`src/rtl/mcb_pkg.sv`:
```
package mcb_pkg;
   typedef enum logic {PH_CMD = 1'b0, PH_DATA = 1'b1} phase_e;
   typedef enum logic {OP_WRITE = 1'b0, OP_MASK = 1'b1} op_e;
endpackage

```
`src/rtl/mcb_framer.sv`:
```
module mcb_framer
   import mcb_pkg::*;
#(
   parameter int NUM_CH = 4,
   parameter int DATA_W = 8,
   parameter logic [DATA_W-1:0] MASK_CODE = 'h4A,
   parameter logic [DATA_W-1:0] MASK_DONTCARE = 'h01
) (
   input  logic              clk,
   input  logic              rst_n,
   input  logic              in_stb,
   input  logic [DATA_W-1:0] in_byte,
   output logic [NUM_CH-1:0] en_mask,
   output logic [NUM_CH-1:0] wr_vec,
   output logic [DATA_W-1:0] wdata
);
   localparam logic [DATA_W-1:0] CARE = ~MASK_DONTCARE;

   if (DATA_W < NUM_CH) begin : g_bad_width
      $error("mcb_framer: DATA_W must cover NUM_CH mask bits");
   end

   phase_e            phase_q;
   op_e               op_q;
   logic [NUM_CH-1:0] en_q;
   logic [NUM_CH-1:0] wr_q;
   logic [DATA_W-1:0] wd_q;
   logic              is_mask_cmd;
   logic              data_beat;

   assign is_mask_cmd = ((in_byte ^ MASK_CODE) & CARE) == '0;
   assign data_beat   = in_stb && (phase_q == PH_DATA);

   always_ff @(posedge clk or negedge rst_n) begin
      if (!rst_n) begin
         phase_q <= PH_CMD;
         op_q    <= OP_WRITE;
         en_q    <= '0;
         wr_q    <= '0;
         wd_q    <= '0;
      end else begin
         wr_q <= '0;
         if (in_stb) begin
            if (phase_q == PH_CMD) begin
               op_q    <= is_mask_cmd ? OP_MASK : OP_WRITE;
               phase_q <= PH_DATA;
            end else begin
               phase_q <= PH_CMD;
               if (op_q == OP_MASK) begin
                  en_q <= in_byte[NUM_CH-1:0];
               end else begin
                  wr_q <= en_q;
                  wd_q <= in_byte;
               end
            end
         end
      end
   end

   assign en_mask = en_q;
   assign wr_vec  = wr_q;
   assign wdata   = wd_q;

   assert_cmd_then_data_R2: assert property (@(posedge clk) disable iff (!rst_n)
      (in_stb && phase_q == PH_CMD) |=> (phase_q == PH_DATA));

   assert_mask_no_strobe_R11: assert property (@(posedge clk) disable iff (!rst_n)
      (data_beat && op_q == OP_MASK) |=> (wr_q == '0));

   assert_mask_loaded_R3: assert property (@(posedge clk) disable iff (!rst_n)
      (data_beat && op_q == OP_MASK) |=> (en_q == $past(in_byte[NUM_CH-1:0])));
endmodule

```
`src/rtl/mcb_slot.sv`:
```
module mcb_slot #(
   parameter int DATA_W = 8
) (
   input  logic              clk,
   input  logic              rst_n,
   input  logic              wr,
   input  logic [DATA_W-1:0] wdata,
   output logic [DATA_W-1:0] q
);
   logic [DATA_W-1:0] q_r;

   always_ff @(posedge clk or negedge rst_n) begin
      if (!rst_n)  q_r <= '0;
      else if (wr) q_r <= wdata;
   end

   assign q = q_r;

   assert_slot_takes_data_R5: assert property (@(posedge clk) disable iff (!rst_n)
      wr |=> (q == $past(wdata)));

   assert_slot_holds_R7: assert property (@(posedge clk) disable iff (!rst_n)
      !wr |=> $stable(q));
endmodule

```
`src/rtl/mcb_rdport.sv`:
```
module mcb_rdport #(
   parameter int NUM_CH = 4,
   parameter int DATA_W = 8
) (
   input  logic                     clk,
   input  logic                     rst_n,
   input  logic                     rd_req,
   input  logic [NUM_CH-1:0]        en_mask,
   input  logic [NUM_CH*DATA_W-1:0] slot_q,
   output logic                     rd_valid,
   output logic [DATA_W-1:0]        rd_data,
   output logic                     rd_err
);
   localparam int CNT_W = $clog2(NUM_CH + 1);

   if (NUM_CH < 1) begin : g_bad_count
      $error("mcb_rdport: NUM_CH must be at least 1");
   end

   logic [CNT_W-1:0]  ones;
   logic              single;
   logic              multi;
   logic [NUM_CH-1:0] drive;
   logic [DATA_W-1:0] term [NUM_CH];
   logic [DATA_W-1:0] merged;

   always_comb begin
      ones = '0;
      for (int i = 0; i < NUM_CH; i++) ones = ones + CNT_W'(en_mask[i]);
   end

   assign single = (ones == CNT_W'(1));
   assign multi  = (ones > CNT_W'(1));

   for (genvar i = 0; i < NUM_CH; i++) begin : g_term
      assign drive[i] = rd_req && single && en_mask[i];
      assign term[i]  = drive[i] ? slot_q[i*DATA_W +: DATA_W] : '0;
   end

   always_comb begin
      merged = '0;
      for (int i = 0; i < NUM_CH; i++) merged = merged | term[i];
   end

   logic              v_q;
   logic              e_q;
   logic [DATA_W-1:0] d_q;

   always_ff @(posedge clk or negedge rst_n) begin
      if (!rst_n) begin
         v_q <= 1'b0;
         e_q <= 1'b0;
         d_q <= '0;
      end else begin
         v_q <= rd_req;
         e_q <= rd_req && multi;
         d_q <= merged;
      end
   end

   assign rd_valid = v_q;
   assign rd_err   = e_q;
   assign rd_data  = d_q;

   assert_one_driver_R9: assert property (@(posedge clk) disable iff (!rst_n)
      $onehot0(drive));

   assert_err_data_zero_R9: assert property (@(posedge clk) disable iff (!rst_n)
      rd_err |-> (rd_valid && rd_data == '0));

   assert_valid_after_req_R8: assert property (@(posedge clk) disable iff (!rst_n)
      rd_valid |-> $past(rd_req));

   assert_idle_quiet_R10: assert property (@(posedge clk) disable iff (!rst_n)
      !rd_valid |-> (rd_data == '0 && !rd_err));
endmodule

```
`src/rtl/mcb_bcast_front.sv`:
```
module mcb_bcast_front #(
   parameter int NUM_CH = 4,
   parameter int DATA_W = 8,
   parameter logic [DATA_W-1:0] MASK_CODE = 'h4A,
   parameter logic [DATA_W-1:0] MASK_DONTCARE = 'h01
) (
   input  logic              clk,
   input  logic              rst_n,
   input  logic              in_stb,
   input  logic [DATA_W-1:0] in_byte,
   input  logic              rd_req,
   output logic [NUM_CH-1:0] chan_en,
   output logic [NUM_CH-1:0] ch_wr,
   output logic [DATA_W-1:0] ch_wdata,
   output logic              rd_valid,
   output logic [DATA_W-1:0] rd_data,
   output logic              rd_err
);
   localparam int FLAT_W = NUM_CH * DATA_W;

   logic [NUM_CH-1:0] en_w;
   logic [NUM_CH-1:0] wr_w;
   logic [DATA_W-1:0] wd_w;
   logic [FLAT_W-1:0] slot_flat;

   mcb_framer #(
      .NUM_CH(NUM_CH), .DATA_W(DATA_W),
      .MASK_CODE(MASK_CODE), .MASK_DONTCARE(MASK_DONTCARE)
   ) u_framer (
      .clk(clk), .rst_n(rst_n), .in_stb(in_stb), .in_byte(in_byte),
      .en_mask(en_w), .wr_vec(wr_w), .wdata(wd_w)
   );

   for (genvar i = 0; i < NUM_CH; i++) begin : g_slot
      mcb_slot #(.DATA_W(DATA_W)) u_slot (
         .clk(clk), .rst_n(rst_n), .wr(wr_w[i]), .wdata(wd_w),
         .q(slot_flat[i*DATA_W +: DATA_W])
      );
   end

   mcb_rdport #(.NUM_CH(NUM_CH), .DATA_W(DATA_W)) u_rdport (
      .clk(clk), .rst_n(rst_n), .rd_req(rd_req), .en_mask(en_w),
      .slot_q(slot_flat), .rd_valid(rd_valid), .rd_data(rd_data), .rd_err(rd_err)
   );

   assign chan_en  = en_w;
   assign ch_wr    = wr_w;
   assign ch_wdata = wd_w;

   assert_strobe_in_mask_R4: assert property (@(posedge clk) disable iff (!rst_n)
      (ch_wr & ~chan_en) == '0);

   assert_strobe_single_cycle_R4: assert property (@(posedge clk) disable iff (!rst_n)
      (ch_wr != '0) |=> (ch_wr == '0));
endmodule

```
`config.mk`:
```
export PLATFORM = sky130hd
export DESIGN_NAME = mcb_bcast_front
export DESIGN_NICKNAME = d
export VERILOG_FILES = /design/src/rtl/mcb_pkg.sv /design/src/rtl/mcb_framer.sv /design/src/rtl/mcb_slot.sv /design/src/rtl/mcb_rdport.sv /design/src/rtl/mcb_bcast_front.sv
export SDC_FILE = /design/constraint.sdc
export NUM_CORES = 1
export LEC_CHECK = 0
export BUFFER_PORTS_ARGS = -buffer_cell sky130_fd_sc_hd__buf_2
export CORE_MARGIN = 2
export CORE_UTILIZATION = 53
export DETAILED_ROUTE_END_ITERATION = 10
export PLACE_DENSITY = 0.74
export SETUP_SLACK_MARGIN = 0.3
export SLEW_MARGIN = 20
export SYNTH_ARGS = -nofsm -noshare
export SYNTH_HDL_FRONTEND = slang
export SYNTH_SLANG_ARGS = --single-unit
```
`constraint.sdc`:
```
create_clock -name clk -period 3.4 [get_ports clk]
set_input_delay 0.17 -clock clk [delete_from_list [all_inputs] [get_ports clk]]
set_output_delay 0.17 -clock clk [all_outputs]
set_load 0.02 [all_outputs]
```
# ---- After elaboration in Yosys (flattened, before gate mapping)
# Cells that the tools add are included.
dict set report classes {
  shift 0
  order_cmp 1
  eq_ne 1
  addsub 3
  div_mod_pow 0
  mul 0
  reduce_logical 10
  n_bitwise 6
  muxes 9
}
# operator n
set ops {}
lappend ops {{8-bit 2-to-1 mux} 4}
lappend ops {{8-bit OR} 3}
lappend ops {{4-bit 2-to-1 mux} 3}
lappend ops {{8-bit logical NOT} 1}
lappend ops {{3-bit by 1-bit adder with 3-bit output} 2}
lappend ops {{1-bit logical AND} 6}
lappend ops {{3-bit AND reduction} 2}
lappend ops {{3-bit by 1-bit equality test with 1-bit output (second input constant)} 1}
lappend ops {{3-bit by 1-bit > comparator with 1-bit output (second input constant)} 1}
lappend ops {{3-bit NOT} 1}
lappend ops {{1-bit by 1-bit adder with 2-bit output} 1}
lappend ops {{1-bit 2-to-1 mux} 2}
lappend ops {{1-bit NOT} 2}
lappend ops {{2-bit AND reduction} 1}
dict set report word_totals {
  inputBits 12
  latchBits 0
  wordCells 42
  ff_bits 60
  mem_count 0
  mem_bits_ro 0
  ram_bits 0
}

# ---- Depth between registers and ports, before layout
dict set report logic_depth {
  depth_word 10
  depth_mapped 8
  ltp_nobuf 7
}

# ---- Cells and area by module
# From an unflattened synthesis, not the netlist that was laid out.
dict set report unflattened {
  cells_unflattened 183
  hier_area_um2 2638.8
}
# module area_per_inst_um2 seq_area_each_um2 cells_each instances
set by_module_without_submodules {}
lappend by_module_without_submodules {mcb_slot 331.6 200.2 17 4}
lappend by_module_without_submodules {mcb_framer 689.4 450.4 43 1}
lappend by_module_without_submodules {mcb_rdport 623.1 250.2 72 1}

# ---- Worst setup path after synthesis
# No wires, ideal clock.
dict set report synth_timing {
  path_type {reg2reg}
  from {register u_framer.en_q[2], in the netlist u_framer.en_mask[2]}
  to {register u_rdport.d_q[6], in the netlist u_rdport.rd_data[6]}
  period_less_slack_ns 2.421
  required_ns 3.323
  arrival_ns 2.344
  path_buffers 2
  stages_incl_launch_ff 8
  path_slack_ns 0.979
  path_cell_list {dfrtp_1 -> clkbuf_1 -> inv_1 -> fa_1 -> ha_1 -> or4b_1 -> buf_2 -> a21oi_1}
}
dict set report synth_via {
  elab_chain_cells 9
}
# element line_no
set synth_rtl {}
lappend synth_rtl {{start: declaration} mcb_framer.sv:25} ;# logic [NUM_CH-1:0] en_q;
lappend synth_rtl {{start signal: assignment} mcb_framer.sv:50} ;# en_q <= in_byte[NUM_CH-1:0];
lappend synth_rtl {{3-bit by 1-bit adder with 3-bit output (2 in series)} mcb_rdport.sv:29} ;# for (int i = 0; i < NUM_CH; i++) ones = ones + CNT_W'(en_mask[i]);
lappend synth_rtl {{3-bit by 1-bit equality test with 1-bit output} mcb_rdport.sv:32} ;# assign single = (ones == CNT_W'(1));
lappend synth_rtl {{1-bit logical AND (2 in series)} mcb_rdport.sv:36} ;# assign drive[i] = rd_req && single && en_mask[i];
lappend synth_rtl {{8-bit 2-to-1 mux} mcb_rdport.sv:37} ;# assign term[i] = drive[i] ? slot_q[i*DATA_W +: DATA_W] : '0;
lappend synth_rtl {{8-bit OR (2 in series)} mcb_rdport.sv:42} ;# for (int i = 0; i < NUM_CH; i++) merged = merged | term[i];
lappend synth_rtl {{8-bit OR *} mcb_rdport.sv:42}
lappend synth_rtl {{named net u_rdport.merged[6]} mcb_rdport.sv:25} ;# logic [DATA_W-1:0] merged;
lappend synth_rtl {{end signal: assignment} mcb_rdport.sv:57} ;# d_q <= merged;
lappend synth_rtl {{end: declaration} mcb_rdport.sv:47} ;# logic [DATA_W-1:0] d_q;
# The timed path passes the listed nets; every way through them passes the cells marked *.
# A chain may end at the register's enable or synchronous reset.

# ---- Worst setup path in the final report
dict set report layout_timing {
  from {register u_framer.en_q[1], in the netlist u_framer.en_mask[1]}
  to {register u_rdport.d_q[3], in the netlist u_rdport.rd_data[3]}
}
dict set report layout_via {
  elab_chain_cells 10
}
# element line_no
set layout_rtl {}
lappend layout_rtl {{1-bit by 1-bit adder with 2-bit output} mcb_rdport.sv:29}
lappend layout_rtl {{3-bit by 1-bit adder with 3-bit output (2 in series)} mcb_rdport.sv:29}
lappend layout_rtl {{3-bit by 1-bit equality test with 1-bit output} mcb_rdport.sv:32}
lappend layout_rtl {{1-bit logical AND (2 in series)} mcb_rdport.sv:36}
lappend layout_rtl {{8-bit 2-to-1 mux} mcb_rdport.sv:37}
lappend layout_rtl {{8-bit OR (2 in series)} mcb_rdport.sv:42}
lappend layout_rtl {{8-bit OR *} mcb_rdport.sv:42}
lappend layout_rtl {{named net u_rdport.merged[3]} mcb_rdport.sv:25}
# Marked as above.

==> results.json <==
{
  "synth_area_leaders": "dfrtp_1 62%, mux2_2 19%, a22oi_1 4.9%",
  "synth_cells": 168,
  "min_path_type": "primary input to register",
  "rsz0062_at_grt": "false",
  "cts_tree": "yes",
  "htree_levels": 3,
  "areaGrowthSynthToFinish_pct": 15.7,
  "hold_viol_final": 0,
  "cts-root-buf": "clkbuf_8",
  "synth-seq-area-share_pct": 61.7,
  "drv_cap": 0,
  "worstPathArrival_ps": 2940,
  "wl_per_cell_microns": 19.5,
  "timing.hold.worst_path_depth": 2,
  "synth_area_sq_um": 2430,
  "ir_drop_uv": 432,
  "fmax_mhz": 372,
  "total_power_mw": 2.04,
  "finalSetupViolCount": 0,
  "critPathKind": "register to register",
  "dr.first_iter.drc_count": 147,
  "worst_setup_path_end_kind": "register",
  "ff2ff_path_depth": 6,
  "tightest_slew_ps": 551,
  "via_count": 1508,
  "coreArea_sq_um": 4380,
  "ant_nets": 0,
  "clockBufferDepth": 2,
  "numCtsBuffers": 9,
  "row_count": 24,
  "fp.dieW_microns": 71.8,
  "synthArstFlopShare_pct": 100,
  "synth_ff_type": "dfrtp_1",
  "crit_start": "u_framer.en_mask[1]",
  "slew_headroom_pct": 63.3,
  "via_per_inst": 5.76,
  "yosysWarnings": 0,
  "yosysTopAreaCell": "dfrtp_1",
  "reg2reg_to": "u_rdport.rd_data[3]",
  "initial_utilization_pct": 55.5,
  "dp_hpwl_mm": 3.51,
  "maxSlewViolCount": 0,
  "antenna_found_initial": 0,
  "crit_fanout": 12,
  "syn-num-nets": 185,
  "skew_ps": 7.71,
  "drc": 0,
  "ys_top_cells_by_count": "60 x dfrtp_1, 41 x mux2_2, 16 x a22oi_1, 9 x a21oi_1, 8 x clkbuf_1",
  "power_density_nw_per_um2": 726,
  "startpoint_type": "register",
  "fp.dieArea_sq_um": 5150,
  "cts_sinks": 60,
  "crit_required_ps": 3650,
  "period_minus_slack_ps": 2690,
  "grt_pass1_vias": 1603,
  "first_pass_iters": 4,
  "grt_pass1_wl_mm": 8.27,
  "clk_pin_slew_ps": 60,
  "place.gp.congestion": 0.990,
  "pre_cts_ws_ps": 747,
  "grt_start_max_net_pins": 36,
  "drt_wl_total_mm": 5.12,
  "clk_latency_ps": 330,
  "period_share_pct": 79.1,
  "r2r-start": "u_framer.en_mask[1]",
  "synth_top_cell_area_share_pct": 61.7,
  "synth_cell_type_count": 22,
  "syn_avg_cell_area_sq_um": 14.5,
  "yosysMostFrequentCell": "dfrtp_1",
  "status": "finished clean",
  "synth_edf_count": 0,
  "leakagePower_nw": 1.40,
  "n_antenna_cell": 0,
  "crit_path_end": "u_rdport.rd_data[3]",
  "drive_gt1_share_pct": 44.3,
  "fin_nets": 223,
  "port_buffers": 37,
  "io_pins": 38,
  "final.setup.tns_ps": 0,
  "gr-total-overflow": 0,
  "utilization_pct": 64.2,
  "ys_ff_latch": 60,
  "setup_slack_ps": 712,
  "die_h_microns": 71.8,
  "grt_usage_pct": 22.3,
  "regToRegSetupSlack_ps": 710
}
-- layer usage --
layer	up-vias	wire (microns)	track usage, %
met2	49	2540	34.3
met5	-	0	0
met4	0	86	9.22
li1	677	-	-
met1	772	2250	29.8
met3	10	245	6.61
-- cell type report --
cell class | count | area (sq um)
clock buffers | 13 | 159
clock inverters | 2 | 10.0
fillers | 319 | 1570
inverters | 6 | 22.5
multi-input cells | 89 | 845
flip-flops and latches | 60 | 1500
well taps | 52 | 65.1
repair buffers | 40 | 213
-- report_power, final --
| group | switching (mW) | total, mW | internal, mW |
|---|---|---|---|
| clock network | 0.254 | 0.552 | 0.298 |
| registers | 0.173 | 1.06 | 0.883 |
| logic | 0.223 | 0.437 | 0.214 |
| total | 0.650 | 2.04 | 1.39 |
-- kinds of logic after synthesis --
family | after synthesis | share of synthesized area [%]
AOI/OAI and AO/OA | 27 | 7.51
adders and majority gates | 5 | 2.88
muxes | 44 | 20.4
xor gates and xnor gates | 1 | 0.360
DFF | 60 | 61.7
and+or+nand+nor | 12 | 3.60
buffers and inverters | 19 | 3.60
-- sequential cells by signal (all words and copies together), names as in the netlist --
name	count
g_slot.u_slot.q	32
u_framer.wdata	8
u_rdport.rd_data	8
u_framer.en_mask	4
u_framer.wr_vec	4
u_framer.op_q	1
u_framer.phase_q	1
u_rdport.rd_err	1
u_rdport.rd_valid	1
-- how the worst min path moves through the flow --
stage	startpoint	to	slack (ps)
2_1_floorplan	rst_n	g_slot[0].u_slot.q[0]	-130
3_3_place_gp	rst_n	u_rdport.rd_err	160
3_5_place_dp	rst_n	u_framer.wr_vec[3]	190
4_1_cts	in_byte[6]	u_framer.wdata[6]	70
5_1_grt	in_byte[4]	u_framer.wdata[4]	90
6_report	in_byte[6]	u_framer.wdata[6]	80
-- critical path, stage by stage, from the launching register on --
cell	delay, ps
dfrtp_1	540
ha_1	370
inv_1	50
fa_1	410
ha_1	310
or4b_1	710
a21oi_1	210
-- timing repair --
item | CTS | global route
hold buffers | 2 | 0
resized for setup | 0 | 0
setup buffers | 0 | 0
hold endpoints to repair | 26 | 0
-- stage by stage --
stage               cells  hold WS (ps)  cell area, sq um
detailed placement    245           186              2630
global placement      245           164              2630
finish                262          78.6              2820
floorplan             168          -126              2430
CTS                   262          70.6              2820
global route          262          87.9              2820
-- cells in the final DEF (no fill, tap or decap) --
cell / netlist / layout
mux2_1: 3 / 3
and2_1: 2 / 2
buf_2: 1 / 37
nor4bb_1: 2 / 2
ha_1: 4 / 4
and3b_1: 1 / 1
dfrtp_1: 60 / 60
xor2_1: 1 / 1
fa_1: 1 / 1
clkbuf_1: 8 / 2
nor2_1: 2 / 2
o31ai_1: 1 / 1
or4b_1: 1 / 1
a21oi_1: 9 / 9
dlygate4sd3_1: 0 / 2
clkinv_2: 0 / 2
mux2_2: 41 / 41
a32o_1: 1 / 1
inv_1: 6 / 6
nand3_1: 1 / 1
clkbuf_8: 0 / 11
buf_4: 4 / 1
a22oi_1: 16 / 16
nand3b_2: 1 / 1
nand2b_1: 2 / 2
(Power assumes the default switching activity.)
